## config.mk

```make
export PLATFORM = sky130hd
export DESIGN_NAME = intc_regwin
export DESIGN_NICKNAME = d
export VERILOG_FILES = /design/src/rtl/intc_regwin_pkg.sv /design/src/rtl/regwin_decode.sv /design/src/rtl/regwin_table.sv /design/src/rtl/regwin_rdmux.sv /design/src/rtl/intc_regwin.sv
export SDC_FILE = /design/constraint.sdc
export NUM_CORES = 2
export LEC_CHECK = 0
export ABC_AREA = 1
export BUFFER_PORTS_ARGS = -buffer_cell sky130_fd_sc_hd__buf_2
export CAP_MARGIN = 0
export CORE_MARGIN = 2
export CORE_UTILIZATION = 35
export CTS_BUF_LIST = sky130_fd_sc_hd__clkbuf_8
export CTS_CLUSTER_DIAMETER = 60
export DETAILED_ROUTE_END_ITERATION = 6
export HOLD_SLACK_MARGIN = 0.08
export PLACE_DENSITY_LB_ADDON = 0.05
export SETUP_SLACK_MARGIN = 0.3
export SYNTH_ARGS = -nofsm -noshare
export SYNTH_HDL_FRONTEND = slang
export SYNTH_HIERARCHICAL = 1
export SYNTH_SLANG_ARGS = --single-unit
```

## constraint.sdc

```tcl
create_clock -name clk -period 4.2 [get_ports clk]
set_clock_uncertainty 0.2 [all_clocks]
set_input_delay 0.63 -clock clk [delete_from_list [all_inputs] [get_ports clk]]
set_output_delay 0.63 -clock clk [all_outputs]
set_load 0.03 [all_outputs]
```

## src/rtl/intc_regwin_pkg.sv

```systemverilog
package intc_regwin_pkg;
  localparam logic [7:0]  OFF_SEL   = 8'h00;
  localparam logic [7:0]  OFF_WIN   = 8'h10;
  localparam logic [31:0] IDX_ID    = 32'h00;
  localparam logic [31:0] IDX_VER   = 32'h01;
  localparam logic [31:0] IDX_ARB   = 32'h02;
  localparam logic [31:0] TBL_BASE  = 32'h10;
  localparam logic [7:0]  VER_CODE  = 8'h20;
  localparam int          ID_LSB    = 24;
  localparam int          ID_W      = 4;
  localparam int          NENT_LSB  = 16;
  localparam int          DSTAT_BIT = 12;
  localparam int          RIRR_BIT  = 14;
  localparam int          TRIG_BIT  = 15;
  localparam int          MASK_BIT  = 16;
  localparam logic [63:0] RO_MASK   = (64'd1 << RIRR_BIT) | (64'd1 << DSTAT_BIT);
  localparam logic [63:0] ENT_RST   = 64'd1 << MASK_BIT;

  typedef enum logic [1:0] {
    TGT_NONE = 2'd0,
    TGT_SEL  = 2'd1,
    TGT_WIN  = 2'd2
  } tgt_e;
endpackage

```

## src/rtl/regwin_decode.sv

```systemverilog
module regwin_decode
  import intc_regwin_pkg::*;
#(
  parameter int NUM_PINS = 24,
  parameter int IDX_W    = 5
) (
  input  logic [7:0]       addr_lo,
  input  logic [2:0]       size,
  input  logic [31:0]      sel,
  output tgt_e             tgt,
  output logic             size_ok,
  output logic             is_id,
  output logic             is_ver,
  output logic             is_arb,
  output logic             tbl_hit,
  output logic             tbl_hi,
  output logic [IDX_W-1:0] tbl_idx
);
  logic [31:0] off;

  always_comb begin
    if (addr_lo == OFF_SEL)      tgt = TGT_SEL;
    else if (addr_lo == OFF_WIN) tgt = TGT_WIN;
    else                         tgt = TGT_NONE;
  end

  assign size_ok = (size == 3'd4);
  assign is_id   = (sel == IDX_ID);
  assign is_ver  = (sel == IDX_VER);
  assign is_arb  = (sel == IDX_ARB);

  assign off     = sel - TBL_BASE;
  assign tbl_hit = (sel >= TBL_BASE) && ({1'b0, off[31:1]} < 32'(NUM_PINS));
  assign tbl_hi  = sel[0];
  assign tbl_idx = off[IDX_W:1];
endmodule

```

## src/rtl/regwin_table.sv

```systemverilog
module regwin_table
  import intc_regwin_pkg::*;
#(
  parameter int NUM_PINS = 24,
  parameter int IDX_W    = 5
) (
  input  logic             clk,
  input  logic             rst_n,
  input  logic             wr_en,
  input  logic             wr_hi,
  input  logic [IDX_W-1:0] wr_idx,
  input  logic [31:0]      wr_data,
  input  logic             st_we,
  input  logic [IDX_W-1:0] st_idx,
  input  logic             st_rirr,
  input  logic             st_dstat,
  input  logic [IDX_W-1:0] rd_idx,
  output logic [63:0]      rd_entry,
  input  logic [IDX_W-1:0] peek_idx,
  output logic [63:0]      peek_entry
);
  logic [63:0] ent_q [NUM_PINS];
  logic [63:0] ent_d [NUM_PINS];
  logic        ent_en [NUM_PINS];

  for (genvar gi = 0; gi < NUM_PINS; gi++) begin : g_ent
    logic        wr_hit;
    logic        st_hit;
    logic [63:0] ro_src;
    logic [63:0] merged;

    assign wr_hit = wr_en && (wr_idx == IDX_W'(gi));
    assign st_hit = st_we && (st_idx == IDX_W'(gi));

    always_comb begin
      ro_src = ent_q[gi];
      if (st_hit) begin
        ro_src[RIRR_BIT]  = st_rirr;
        ro_src[DSTAT_BIT] = st_dstat;
      end
      merged = wr_hi ? {wr_data, ent_q[gi][31:0]} : {ent_q[gi][63:32], wr_data};
      if (wr_hit) begin
        ent_d[gi] = (merged & ~RO_MASK) | (ro_src & RO_MASK);
        if (!ent_d[gi][TRIG_BIT]) ent_d[gi][RIRR_BIT] = 1'b0;
      end else begin
        ent_d[gi] = ro_src;
      end
      ent_en[gi] = wr_hit || st_hit;
    end

    always_ff @(posedge clk or negedge rst_n) begin
      if (!rst_n)          ent_q[gi] <= ENT_RST;
      else if (ent_en[gi]) ent_q[gi] <= ent_d[gi];
    end

    AST_EDGE_RIRR_CLEAR: assert property (@(posedge clk) disable iff (!rst_n)
      ($past(wr_hit) && !ent_q[gi][TRIG_BIT]) |-> !ent_q[gi][RIRR_BIT]);

    AST_DSTAT_KEPT: assert property (@(posedge clk) disable iff (!rst_n)
      $past(wr_hit && !st_hit) |-> (ent_q[gi][DSTAT_BIT] == $past(ent_q[gi][DSTAT_BIT])));
  end

  assign rd_entry   = ent_q[rd_idx];
  assign peek_entry = ent_q[peek_idx];
endmodule

```

## src/rtl/regwin_rdmux.sv

```systemverilog
module regwin_rdmux
  import intc_regwin_pkg::*;
#(
  parameter int NUM_PINS = 24
) (
  input  tgt_e             tgt,
  input  logic             size_ok,
  input  logic             is_id,
  input  logic             is_ver,
  input  logic             is_arb,
  input  logic             tbl_hit,
  input  logic             tbl_hi,
  input  logic [31:0]      sel,
  input  logic [ID_W-1:0]  id,
  input  logic [63:0]      entry,
  output logic [31:0]      rd_val
);
  localparam logic [7:0] MAX_ENT = 8'(NUM_PINS - 1);

  always_comb begin
    rd_val = '0;
    unique case (tgt)
      TGT_SEL: rd_val = sel;
      TGT_WIN: begin
        if (size_ok) begin
          if (is_id || is_arb)  rd_val = 32'(id) << ID_LSB;
          else if (is_ver)      rd_val = (32'(MAX_ENT) << NENT_LSB) | 32'(VER_CODE);
          else if (tbl_hit)     rd_val = tbl_hi ? entry[63:32] : entry[31:0];
        end
      end
      default: rd_val = '0;
    endcase
  end
endmodule

```

## src/rtl/intc_regwin.sv

```systemverilog
module intc_regwin
  import intc_regwin_pkg::*;
#(
  parameter int NUM_PINS = 24,
  parameter int ADDR_W   = 12,
  localparam int IDX_W   = (NUM_PINS > 1) ? $clog2(NUM_PINS) : 1
) (
  input  logic              clk,
  input  logic              rst_n,
  input  logic [ADDR_W-1:0] bus_addr,
  input  logic [2:0]        bus_size,
  input  logic              bus_rd,
  input  logic              bus_wr,
  input  logic [31:0]       bus_wdata,
  output logic [31:0]       bus_rdata,
  output logic              svc_req,
  input  logic              st_we,
  input  logic [IDX_W-1:0]  st_idx,
  input  logic              st_rirr,
  input  logic              st_dstat,
  input  logic [IDX_W-1:0]  peek_idx,
  output logic [63:0]       peek_entry
);
  tgt_e             tgt;
  logic             size_ok, is_id, is_ver, is_arb, tbl_hit, tbl_hi;
  logic [IDX_W-1:0] tbl_idx;
  logic [31:0]      sel_q, sel_d;
  logic             sel_en;
  logic [ID_W-1:0]  id_q, id_d;
  logic             id_en;
  logic [31:0]      rdata_q, rd_val;
  logic             svc_q, svc_d;
  logic             tbl_wr;
  logic [63:0]      rd_entry;
  logic             win_ok;
  logic             unused_addr;

  assign unused_addr = ^bus_addr[ADDR_W-1:8];

  regwin_decode #(.NUM_PINS(NUM_PINS), .IDX_W(IDX_W)) u_dec (
    .addr_lo (bus_addr[7:0]),
    .size    (bus_size),
    .sel     (sel_q),
    .tgt     (tgt),
    .size_ok (size_ok),
    .is_id   (is_id),
    .is_ver  (is_ver),
    .is_arb  (is_arb),
    .tbl_hit (tbl_hit),
    .tbl_hi  (tbl_hi),
    .tbl_idx (tbl_idx)
  );

  assign win_ok = (tgt == TGT_WIN) && size_ok;
  assign tbl_wr = bus_wr && win_ok && tbl_hit;

  regwin_table #(.NUM_PINS(NUM_PINS), .IDX_W(IDX_W)) u_tbl (
    .clk        (clk),
    .rst_n      (rst_n),
    .wr_en      (tbl_wr),
    .wr_hi      (tbl_hi),
    .wr_idx     (tbl_idx),
    .wr_data    (bus_wdata),
    .st_we      (st_we),
    .st_idx     (st_idx),
    .st_rirr    (st_rirr),
    .st_dstat   (st_dstat),
    .rd_idx     (tbl_idx),
    .rd_entry   (rd_entry),
    .peek_idx   (peek_idx),
    .peek_entry (peek_entry)
  );

  regwin_rdmux #(.NUM_PINS(NUM_PINS)) u_mux (
    .tgt     (tgt),
    .size_ok (size_ok),
    .is_id   (is_id),
    .is_ver  (is_ver),
    .is_arb  (is_arb),
    .tbl_hit (tbl_hit),
    .tbl_hi  (tbl_hi),
    .sel     (sel_q),
    .id      (id_q),
    .entry   (rd_entry),
    .rd_val  (rd_val)
  );

  // next-state
  always_comb begin
    sel_en = bus_wr && (tgt == TGT_SEL);
    sel_d  = bus_wdata;
    id_en  = bus_wr && win_ok && is_id;
    id_d   = bus_wdata[ID_LSB +: ID_W];
    svc_d  = tbl_wr;
  end

  // registers
  always_ff @(posedge clk or negedge rst_n) begin
    if (!rst_n) begin
      sel_q   <= '0;
      id_q    <= '0;
      rdata_q <= '0;
      svc_q   <= 1'b0;
    end else begin
      if (sel_en) sel_q   <= sel_d;
      if (id_en)  id_q    <= id_d;
      if (bus_rd) rdata_q <= rd_val;
      svc_q <= svc_d;
    end
  end

  assign bus_rdata = rdata_q;
  assign svc_req   = svc_q;

  AST_BADSIZE_READ_ZERO: assert property (@(posedge clk) disable iff (!rst_n)
    $past(bus_rd && (bus_addr[7:0] == OFF_WIN) && (bus_size != 3'd4)) |-> (bus_rdata == 32'd0));

  AST_SVC_AFTER_WRITE: assert property (@(posedge clk) disable iff (!rst_n)
    svc_req |-> $past(bus_wr && (bus_addr[7:0] == OFF_WIN)));

  AST_RDATA_HOLD: assert property (@(posedge clk) disable iff (!rst_n)
    !$past(bus_rd) |-> $stable(bus_rdata));

  AST_VER_VALUE: assert property (@(posedge clk) disable iff (!rst_n)
    $past(bus_rd && (bus_addr[7:0] == OFF_WIN) && (bus_size == 3'd4) && (sel_q == IDX_VER))
    |-> (bus_rdata == ((32'(NUM_PINS - 1) << 16) | 32'h20)));
endmodule

```

# Word level (Yosys, flattened, before mapping)
# Index checks and enable logic that the tools add are counted.
# totals
regBits,1605
input_bits,64
output_inout_bits,97
word_cells,376
# classes
n_addsub,1
n_lt_le_gt_ge,4
eq_ne,52
mux,134
bitwise_logic,26
n_reduce_logical,107
# op_table
operator,count
64-bit 2-to-1 mux,28
64-bit by 15-bit OR with 64-bit output,24
64-bit binary-select mux with 5-bit select,2
15-bit 2-to-1 mux,24
32-bit 2-to-1 mux,5
5-bit by 4-bit == test with 1-bit output (second input constant),16
5-bit == test (second input constant),16
1-bit 2-to-1 mux,72
32-bit case mux with 2 select lines,1
1-bit logical AND,54
2-bit AND reduction,24
5-bit by 3-bit == test with 1-bit output (second input constant),8
32-bit by 1-bit == test with 1-bit output (second input constant),1
32-bit by 2-bit == test with 1-bit output (second input constant),1
32-bit by 5-bit >= comparator with 1-bit output (second input constant),1
32-bit logical NOT,1
32-bit by 5-bit subtractor with 32-bit output (second input constant),1
31-bit by 5-bit < comparator with 1-bit output (second input constant),1
1-bit logical OR,25
5-bit by 2-bit == test with 1-bit output (second input constant),4
6-bit >= comparator (second input constant),2
5-bit inverter with 6-bit output,2
5-bit by 1-bit == test with 1-bit output (second input constant),2
5-bit logical NOT,2
6 further kinds,7

# Longest topological paths before layout
# logic_depth
depth_word,11
ltp_mapped,23
depth_no_buf,22

# Cells and area by module
# The synthesis kept the hierarchy.
# by_module_without_submodules
mod,instances,cells_each,area_per_inst_um2,seq_area_each_um2
regwin_table,1,12875,87839.2,38466.9
intc_regwin,1,229,2970.3,1726.7
regwin_rdmux,1,248,1136.1,0.0
regwin_decode,1,181,852.1,0.0

# Worst setup path before layout
# No wires, ideal clock.
# synth_path
path_kind,register to register
start,register sel_q[4]
end,register (tool-made name)
setup_time_ns,0.083
arrival_ns,3.270
required_ns,3.917
slack_ns,0.647
stages_incl_launch_ff,22
cell_sequence,dfrtp_1 -> inv_1 -> ha_1 -> nand2_1 -> nor2_2 -> nand2_1 -> nand2_1 -> nand2_1 -> nor2_1 -> nand2_1 -> nor2_1 -> nand3_1 -> nor2_1 -> nor3b_1 -> nand2_1 -> nor2_1 -> nand2_1 -> nor2_1 -> buf_2 -> buf_4 -> nand2_1 -> o21ai_0
# synth_lines
element,line,rtl
from (decl),intc_regwin.sv:27,"logic [31:0] sel_q, sel_d;"
from (signal assigned),intc_regwin.sv:105,if (sel_en) sel_q <= sel_d;

# Worst setup path after layout
# layout_path
start,input peek_idx[1]
end,output peek_entry[27]
# layout_via
elab_chain_len,4
# layout_rtl
element,line,rtl
from (decl),intc_regwin.sv:21,"input logic [IDX_W-1:0] peek_idx,"
5-bit inverter with 6-bit output (not written as such),regwin_table.sv:64,assign peek_entry = ent_q[peek_idx];
64-bit binary-select mux with 5-bit select,regwin_table.sv:64,
64-bit 2-to-1 mux (not written as such) (2 in series),regwin_table.sv:64,
to (decl),intc_regwin.sv:22,output logic [63:0] peek_entry
# Every way passes these cells. The select of a mux whose other input is x is not followed.

==> results.toml <==
[status]
status = "complete, but fails checks"
violations = "DRC"

[sta]
drv_slew = 0
period_share_pct = 94.67
timing.final.crit_period_ps = 3976
finalHoldViolations = 0
fmax_ghz = 0.2515
setup_viol = 0
tns_ps = 0
relSlewSlack_pct = 5.416
hold_ws_ps = 129.6
grt_setup_unrepaired = "yes"
worst_pin_slew_ps = 1419

[pwr]
p_leak_nw = 51.68
power_mw = 37.33
peakVddDrop_mv = 0.2882
p_per_area_mw_per_mm2 = 346.5

[cells_and_area]
final_common_cell = "nand2_1"
layout_common_cells = "nand2_1, nand3_1, o21ai_0"
final_layout_size_suffix_gt1_share_pct = 10.06
fill_cells = 27795
final_cell_area_mm2 = 0.1077
areaGrowthSynthToFinish_pct = 16.10
instances_no_fill = 17298
nets = 13581

[global_route]
grt-ovfl-total = 0
grt_pass1_vias = 90113
grt_start_max_net_pins = 134
grtUsageTotal_pct = 31.43
grt_pass1_wl_um = 628800
antenna_found_initial = 30

[clocking]
clk_pin_slew_worst_paths_ps = 60
clockBufferDepth = 4
cts_buffers = 322
clk_latency_ps = 980
htree_levels = 5
cts_tree = "yes"
cts_sinks = 1605
cts_root_buffer = "clkbuf_8"

[synthesis]
synth-seq-cells = 1605
yosysUniqueCellTypes = 44
synth-seq-area-share_pct = 43.31
syn_area_mm2 = 0.09280
ys_warn_count = 6
synth_fp_nets = 13600
avgSynthCellArea_um2 = 6.857
synthesis.instances = 13533

[detailed_routing]
maxUsedRoutingLayer = "met5"
drc_errors = 2
met2_length_um = 192900
post_drt_wl_per_cell_um = 25.40
via_count = 94899
drtPass1Iterations = 7
drtIter0Drc = 10576
vias_per_cell = 5.486
met3_length_um = 37490
detail-route-antenna-nets = 0
routed_wl_um = 439400
wl_met1_um = 187100

[setup_path]
crit_start = "peek_idx[1]"
end_kind = "output port"
cp_max_fo = 40
path_class = "in -> out"
crit_arrival_ps = 3150
crit_path_cell_trace = "buf_8 -> buf_4 -> nand3_1 -> nand3_1 -> nand3_1 -> nand2_1 -> nand2_1 -> nand2_1 -> buf_2"
cp.required_ps = 3370
reg2reg_from = "sel_q[4]$_DFFE_PN0P_"
slowest_stage = "buf_4"
cp_slowest_stage_delay_ps = 600
start_kind = "primary input"

[floorplanning]
coreArea_mm2 = 0.2644
start_util_pct = 35.10
die_x_um = 518.9
io_pins = 161
fp.dieH_um = 518.9
rows = 189
die-area_mm2 = 0.2693

[placement]
place_congestion = 0.9054
hpwl_um = 276200
io_buffers = 156
placed_area_mm2 = 0.1002
dp_cells = 16646

[min_path]
min_path_type = "in -> async"

[run]
cap_violations = 0
-- synth_stat cells, drive strengths merged --
| library cell | count | area share, % |
|---|---|---|
| mux2 | 32 | 0.51 |
| a21o | 1 | 0.0081 |
| dfrtp | 1581 | 43 |
| a21boi | 4 | 0.032 |
| o211ai | 128 | 1.0 |
| o21a | 61 | 0.49 |
| a211oi | 10 | 0.081 |
| nor2 | 125 | 0.64 |
| nor4 | 4 | 0.027 |
| buf | 413 | 2.3 |
| inv | 1447 | 5.9 |
| nand4 | 7 | 0.047 |
| o22ai | 6 | 0.040 |
| dfstp | 24 | 0.68 |
| nor3b | 2 | 0.016 |
| a21oi | 444 | 2.4 |
| o21ai | 1882 | 10 |
| clkbuf | 717 | 2.9 |
| ha | 3 | 0.040 |
| clkinv | 2 | 0.0081 |
| or2 | 2 | 0.016 |
| nor3 | 4 | 0.022 |
| nand3 | 2242 | 12 |
| xnor2 | 1 | 0.0094 |
| nand3b | 1 | 0.0081 |
| nand2 | 4384 | 18 |
| a31oi | 1 | 0.0067 |
| xor2 | 3 | 0.028 |
| o31ai | 2 | 0.016 |
-- per-stage QoR --
step | worst slack [ps] | util [%]
floorplan | 647.5 | -
global placement | 314.3 | 37.90
detailed placement | 353.4 | 37.90
CTS | 309.5 | 40.51
global route | 197.1 | 40.74
finish | 223.7 | 40.75
-- what timing repair did --
action                     in CTS  in global routing
hold buffers                   58                  0
cloned                          0                 14
gates resized for setup         1                 47
setup endpoints to repair       2               1285
pin swaps                       0                  3
hold endpoints to repair      570                  0
buffers inserted                0                  5
-- layout make-up --
type	instances	area, um^2	area share, %
Inverter	1449	5495	5.101
Antenna cell	24	60.06	0.05575
Tap cell	3533	4420	4.103
Clock inverter	139	636.9	0.5911
Sequential cell	1605	40210	37.32
Timing Repair Buffer	787	8519	7.908
Clock buffer	412	5670	5.263
Multi-Input combinational cell	9349	42720	39.66
-- worst max-delay path, delay by kind of cell --
kind          cells  cell delay [ps]
buf+inv           3             1160
simple gates      6             1250
-- worst paths after layout --
| kind | to | cells after the start | slack [ps] |
|---|---|---|---|
| setup / recovery | peek_entry[27] | 9 | 220 |
| hold / removal | asynchronous set/reset pin | 2 | 130 |
| setup reg to reg | bus_rdata[20]$_DFFE_PN0P_ | 16 | 380 |
| hold reg to reg | flip-flop | 2 | 280 |
| max in group asynchronous | asynchronous set/reset pin | 3 | 2490 |
| min in group clk | sel_q[11]$_DFFE_PN0P_ | 4 | 180 |
-- power by group --
group	switching (mW)	internal (mW)	leakage [nW]
clock network	7.52	8.80	3.66
logic	3.99	1.36	26.9
registers	0.0819	15.6	21.1
total	11.6	25.7	51.7
-- kinds of logic after synthesis --
group / count (synthesis) / synth area share [%]
AO/OA/AOI/OAI: 2539 / 14.39
multiplexers: 32 / 0.5097
AND/OR/NAND/NOR: 6771 / 30.63
adder cells (fa/ha/maj): 3 / 0.04045
buffers and inverters: 2579 / 11.08
flip-flops: 1605 / 43.31
XOR/XNOR: 4 / 0.03776
-- routing by layer --
layer  vias up  global-route usage [%]
met1     45828                   42.55
li1      43501                       -
met5         -                       0
met3       954                   5.617
met2      4602                   48.96
met4        14                   13.96
Power figures use the tool's default switching activity.
